$ cat src/rtl/pix_unpack_pkg.sv
package pix_unpack_pkg;
  localparam int WORD_W = 32;
  localparam int MODE_W = 16;

  localparam logic [2:0] DEPTH_8  = 3'd2;
  localparam logic [2:0] DEPTH_16 = 3'd4;
  localparam logic [2:0] DEPTH_24 = 3'd6;
  localparam logic [2:0] DEPTH_32 = 3'd7;

  localparam logic [2:0] COL_CODE_888 = 3'd4;
  localparam logic [2:0] COL_CODE_565 = 3'd5;

  typedef enum logic [1:0] {
    COL_INDEX,
    COL_888,
    COL_565
  } col_e;

  typedef struct packed {
    logic [5:0] bpp;
    col_e       col;
    logic       lane18;
  } mode_t;
endpackage

$ cat src/rtl/pix_unpack_dec.sv
module pix_unpack_dec
  import pix_unpack_pkg::*;
#(
  parameter int LINE_W = 11
) (
  input  logic [MODE_W-1:0] mode_i,
  input  logic [LINE_W-1:0] width_i,
  output mode_t             mode_o,
  output logic [LINE_W-1:0] line_words_o
);
  localparam int PROD_W = LINE_W + 6;

  logic [PROD_W-1:0] bits_per_line;

  always_comb begin
    unique case (mode_i[2:0])
      DEPTH_8:  mode_o.bpp = 6'd8;
      DEPTH_16: mode_o.bpp = 6'd16;
      DEPTH_24: mode_o.bpp = 6'd24;
      default:  mode_o.bpp = 6'd32;
    endcase
    unique case (mode_i[12:10])
      COL_CODE_888: mode_o.col = COL_888;
      COL_CODE_565: mode_o.col = COL_565;
      default:      mode_o.col = COL_INDEX;
    endcase
    mode_o.lane18 = mode_i[3];
  end

  assign bits_per_line = PROD_W'(width_i) * PROD_W'(mode_o.bpp);
  assign line_words_o  = LINE_W'((bits_per_line >> 5) - PROD_W'(1));
endmodule

$ cat src/rtl/pix_unpack_gear.sv
module pix_unpack_gear
  import pix_unpack_pkg::*;
#(
  parameter int BUF_WORDS = 3
) (
  input  logic              clk_i,
  input  logic              rst_ni,
  input  logic [5:0]        bpp_i,
  input  logic [WORD_W-1:0] word_i,
  input  logic              word_valid_i,
  output logic              word_ready_o,
  output logic [WORD_W-1:0] raw_o,
  output logic              raw_valid_o,
  input  logic              raw_ready_i
);
  localparam int BUF_W = BUF_WORDS * WORD_W;
  localparam int CNT_W = $clog2(BUF_W + 1);
  localparam int ROOM  = BUF_W - WORD_W;

  logic [BUF_W-1:0] bits_q, bits_d, kept;
  logic [CNT_W-1:0] cnt_q, cnt_d, cnt_kept;
  logic [CNT_W-1:0] bpp_ext;
  logic [2*WORD_W-1:0] mask;
  logic push, pop;

  assign bpp_ext      = CNT_W'(bpp_i);
  assign raw_valid_o  = cnt_q >= bpp_ext;
  assign word_ready_o = cnt_q <= CNT_W'(ROOM);
  assign push         = word_valid_i && word_ready_o;
  assign pop          = raw_valid_o && raw_ready_i;

  assign mask  = ({{WORD_W{1'b0}}, {WORD_W{1'b1}}} >> (6'd32 - bpp_i));
  assign raw_o = bits_q[WORD_W-1:0] & mask[WORD_W-1:0];

  always_comb begin
    kept     = pop ? (bits_q >> bpp_i) : bits_q;
    cnt_kept = pop ? (cnt_q - bpp_ext) : cnt_q;
    bits_d   = kept;
    cnt_d    = cnt_kept;
    if (push) begin
      bits_d = kept | (BUF_W'(word_i) << cnt_kept);
      cnt_d  = cnt_kept + CNT_W'(WORD_W);
    end
  end

  always_ff @(posedge clk_i or negedge rst_ni) begin
    if (!rst_ni) begin
      bits_q <= '0;
      cnt_q  <= '0;
    end else begin
      bits_q <= bits_d;
      cnt_q  <= cnt_d;
    end
  end
endmodule

$ cat src/rtl/pix_unpack_color.sv
module pix_unpack_color
  import pix_unpack_pkg::*;
(
  input  mode_t             mode_i,
  input  logic [WORD_W-1:0] raw_i,
  output logic [23:0]       pix_o,
  output logic              index_o
);
  logic [7:0] r, g, b;
  logic [7:0] lane_mask;

  assign lane_mask = mode_i.lane18 ? 8'hfc : 8'hff;

  always_comb begin
    r = raw_i[23:16];
    g = raw_i[15:8];
    b = raw_i[7:0];
    if (mode_i.col == COL_565) begin
      r = {raw_i[15:11], raw_i[15:13]};
      g = {raw_i[10:5],  raw_i[10:9]};
      b = {raw_i[4:0],   raw_i[4:2]};
    end
    index_o = (mode_i.col == COL_INDEX);
    if (index_o) pix_o = {16'h0, raw_i[7:0]};
    else         pix_o = {r & lane_mask, g & lane_mask, b & lane_mask};
  end
endmodule

$ cat src/rtl/pix_unpack.sv
module pix_unpack
  import pix_unpack_pkg::*;
#(
  parameter int LINE_W    = 11,
  parameter int BUF_WORDS = 3
) (
  input  logic              clk_i,
  input  logic              rst_ni,
  input  logic [MODE_W-1:0] mode_i,
  input  logic [LINE_W-1:0] width_i,
  output logic [LINE_W-1:0] line_words_o,
  input  logic [WORD_W-1:0] word_i,
  input  logic              word_valid_i,
  output logic              word_ready_o,
  output logic [23:0]       pix_o,
  output logic              pix_index_o,
  output logic              pix_valid_o,
  input  logic              pix_ready_i
);
  mode_t             mode;
  logic [WORD_W-1:0] raw;

  pix_unpack_dec #(.LINE_W(LINE_W)) u_dec (
    .mode_i       (mode_i),
    .width_i      (width_i),
    .mode_o       (mode),
    .line_words_o (line_words_o)
  );

  pix_unpack_gear #(.BUF_WORDS(BUF_WORDS)) u_gear (
    .clk_i        (clk_i),
    .rst_ni       (rst_ni),
    .bpp_i        (mode.bpp),
    .word_i       (word_i),
    .word_valid_i (word_valid_i),
    .word_ready_o (word_ready_o),
    .raw_o        (raw),
    .raw_valid_o  (pix_valid_o),
    .raw_ready_i  (pix_ready_i)
  );

  pix_unpack_color u_color (
    .mode_i  (mode),
    .raw_i   (raw),
    .pix_o   (pix_o),
    .index_o (pix_index_o)
  );
endmodule

$ cat config.mk
export PLATFORM = sky130hd
export DESIGN_NAME = pix_unpack
export DESIGN_NICKNAME = d
export VERILOG_FILES = /design/src/rtl/pix_unpack_pkg.sv /design/src/rtl/pix_unpack_dec.sv /design/src/rtl/pix_unpack_gear.sv /design/src/rtl/pix_unpack_color.sv /design/src/rtl/pix_unpack.sv
export SDC_FILE = /design/constraint.sdc
export NUM_CORES = 1
export LEC_CHECK = 0
export BUFFER_PORTS_ARGS = -buffer_cell sky130_fd_sc_hd__buf_4
export CAP_MARGIN = 20
export CORE_MARGIN = 2
export CORE_UTILIZATION = 50
export CTS_CLUSTER_SIZE = 25
export DETAILED_ROUTE_END_ITERATION = 10
export PLACE_DENSITY = 0.7
export SYNTH_ARGS = -nofsm -noshare
export SYNTH_HDL_FRONTEND = slang
export SYNTH_SLANG_ARGS = --single-unit
export TNS_END_PERCENT = 30
$ cat constraint.sdc
create_clock -name clk_i -period 6.1 [get_ports clk_i]
set_input_delay 0.61 -clock clk_i [delete_from_list [all_inputs] [get_ports clk_i]]
set_output_delay 0.61 -clock clk_i [all_outputs]
set_load 0.1 [all_outputs]
==> run metrics <==
status=complete, no violations; combined global-route utilization of all metal layers=33.37%; leading area contributor after synthesis=sky130_fd_sc_hd__dfrtp_1; most instantiated library cell after synthesis=sky130_fd_sc_hd__nand2_1; DRC errors left=0; final estimated routing congestion in global placement=0.9190; Top Metal Used=met4; Ys Warns=0; most frequent cells after synthesis=sky130_fd_sc_hd__nand2_1, sky130_fd_sc_hd__dfrtp_1, sky130_fd_sc_hd__nor2_1, sky130_fd_sc_hd__a21oi_1, sky130_fd_sc_hd__inv_1; worst hold-check path type=input port to asynchronous set/reset pin; iteration-0 DRC count of the detailed router=1505; total die area=19970 µm²; final count of pins violating max slew=0; share of power burned in combinational logic=61.0%; Crit. Startpoint=mode_i[0]; required time of the worst setup path=5.49 ns; hold_buf cts=0; cell chain of the critical path=buf_4 -> nand2b_2 -> inv_1 -> buf_4 -> nand2_1 -> fa_1 -> inv_1 -> ha_1 -> ha_1 -> ha_1 -> fa_1 -> a211oi_1 -> nor2_1 -> xnor2_1 -> or3_1 -> or3_1 -> xnor2_4 -> buf_4; Static Leak=0.004568 µW; first-pass GRT wire length=51410 µm; number of buffer and inverter instances along the worst setup path=5; CTS H-tree lvls=3; slack of the worst reg-to-reg path=2.38 ns; worst setup slack after placement=0.3946 ns; top achievable clock speed=175.2 MHz; Resize count post-CTS=0; total number of clock tree sinks=100; final setup vio count=0; fill cell instance count of the final layout=1740; distinct cell type count of the synthesized netlist=74; Seq/Total Area, Yosys=26.54%; antenna cell count=0; area of the core=18580 µm²; clock tree from TritonCTS=done; Die Wd=141.3 µm; Switching Fraction=53.38%; Hold Vio Cnt, Final=0; CP endpoint kind=output port; post-synthesis cell area=9429 µm²; setup repair after global routing missed its margin=false; number of antenna violations at the first check in global routing=0; post-route setup TNS=0 ns; Syn Nets=1227; clock skew=0.01015 ns; Final #Nets=1262; clock input transition at the sequential cells of the worst setup and hold paths=0.07 ns; Final Non-Filler Cells=1395; final setup slack of the worst path=0.3908 ns; Synth Flop Type=sky130_fd_sc_hd__dfrtp_1; Worst Path Max Fanout=7; port bufs=91; total setup buffers inserted after CTS=0; crit path max-delay cell type=sky130_fd_sc_hd__fa_1; clock root cell=sky130_fd_sc_hd__clkbuf_16; top post-synthesis cells by area=sky130_fd_sc_hd__dfrtp_1, sky130_fd_sc_hd__nand2_1, sky130_fd_sc_hd__mux2_2; number of I/O pins=101; Final Critical Period=5.709 ns; sequential fraction of design power=27.8%; number of placed instances with taps included=1378; largest incremental delay on the critical path=0.55 ns; Worst path top cell family by delay=adder cells; count of max-cap constraint violations=0; average size of a mapped cell=8.411 µm²; final cycle utilization of the critical path=93.59%; worst slew slack as a fraction of its limit=26.22%; Die H=141.3 µm; clock buffer count from CTS=9; final global-route overflow total=0; post-synthesis to final-layout area growth=12.15%; total net switching power=2760 µW; internal power contribution=2410 µW; via density per instance=7.045; final routed wire length divided by cell count=23.98 µm; total vias in the final route=9828; origin of the critical flop-to-flop path=u_gear.cnt_q[3]; length of routed met3 wiring=4378 µm; post-route ant nets=0; starting density of the core=50.75%; post-synth top area share=26.54%; Clock Latency Late Sink=0.37 ns; number of storage elements in the synthesis netlist=100; total length of routed met2 wires=14530 µm; number of buffers on the longest clock path=2; power density of the placed cells=488.9 nW/µm²; Met1 Routed Length=13470 µm; actual slew at the worst max-slew pin=1.103 ns; worst hold slack=0.3371 ns; asr flop ratio synth=100.0%; part of the total power dissipated in the clock network=11.2%; data arrival time of the critical path=5.10 ns; synthesized netlist cell count=1121; number of global-route vias before repair=8913; row count=50; Worst Setup Path Type=input port to output port; WL final=33450 µm; critical path launch point type=input port; worst vdd rail ir drop=287.1 µV; number of enable-type register cells in the synthesized netlist=0; pin count of the biggest net entering global routing=159; post-detail-place hpwl=22170 µm; length of the first detailed-routing pass in iterations=6; ratio of cells with drive above 1 in the final layout=18.43%
==> per-layer routing <==
metal | GRT usage (%) | up-vias
li1 | - | 4371
met1 | 46.89 | 4664
met2 | 49.34 | 706
met3 | 9.349 | 87
met4 | 12.16 | 0
met5 | 0 | -
==> through the flow <==
| stage | power [µW] | utilization [%] | cell area (µm²) |
|---|---|---|---|
| after floorplan | 3651 | - | 9479 |
| after CTS | 5070 | 56.89 | 10570 |
| after detailed placement | 4481 | 55.37 | 10290 |
| final | 5171 | 56.92 | 10580 |
| after global placement | 4449 | 55.37 | 10290 |
| after global routing | 5426 | 56.92 | 10580 |
==> final timing paths <==
check                               endpoint  cells after the start
setup / recovery             line_words_o[9]                     18
hold reg to reg            u_gear.bits_q[19]                      2
max in group asynchronous  u_gear.bits_q[76]                      2
setup reg to reg           u_gear.bits_q[81]                     10
min in group clk_i         u_gear.bits_q[53]                      2
hold / removal             u_gear.bits_q[22]                      1
==> layout by cell type (no fill, tap or decap), drive strengths merged, types with 18 or more instances in the layout <==
master	count
mux2i	39
o221ai	47
buf	120
nand2b	18
nor2	82
a21oi	71
ha	32
mux2	41
o22ai	44
inv	53
nand2	133
a211oi	33
nand4	18
o21ai	42
dfrtp	100
==> flip-flops by register name, summed over array words and instances (netlist names) <==
signal and cells:
u_gear.cnt_q 4, u_gear.bits_q 96
==> cell families after synthesis <==
group	share of synthesized area, %
flip-flops	26.54
adder cells (fa/ha/maj)	6.582
buffers and inverters	6.887
multiplexers	11.98
AO/OA/AOI/OAI	29.56
AND/OR/NAND/NOR	16.96
XOR/XNOR	1.486
==> power groups by stage <==
stage	clock [µW]	sequential, µW	combinational, µW
2_1_floorplan	0	1230	2420
4_1_cts	582	1400	3090
3_5_place_dp	0	1410	3070
5_1_grt	612	1470	3350
6_report	578	1440	3160
3_3_place_gp	0	1410	3040
==> layout make-up <==
cell class	instances	area, µm²	share of cell area, %
clock inverter	1	5.005	0.04733
tap	234	292.8	2.769
clock buffer	15	277.8	2.627
timing repair buffer	121	930.9	8.803
multi-input combinational	869	6360	60.14
sequential	100	2502	23.66
inverter	55	206.4	1.952
Note: power is estimated with default switching activity, not from simulation.
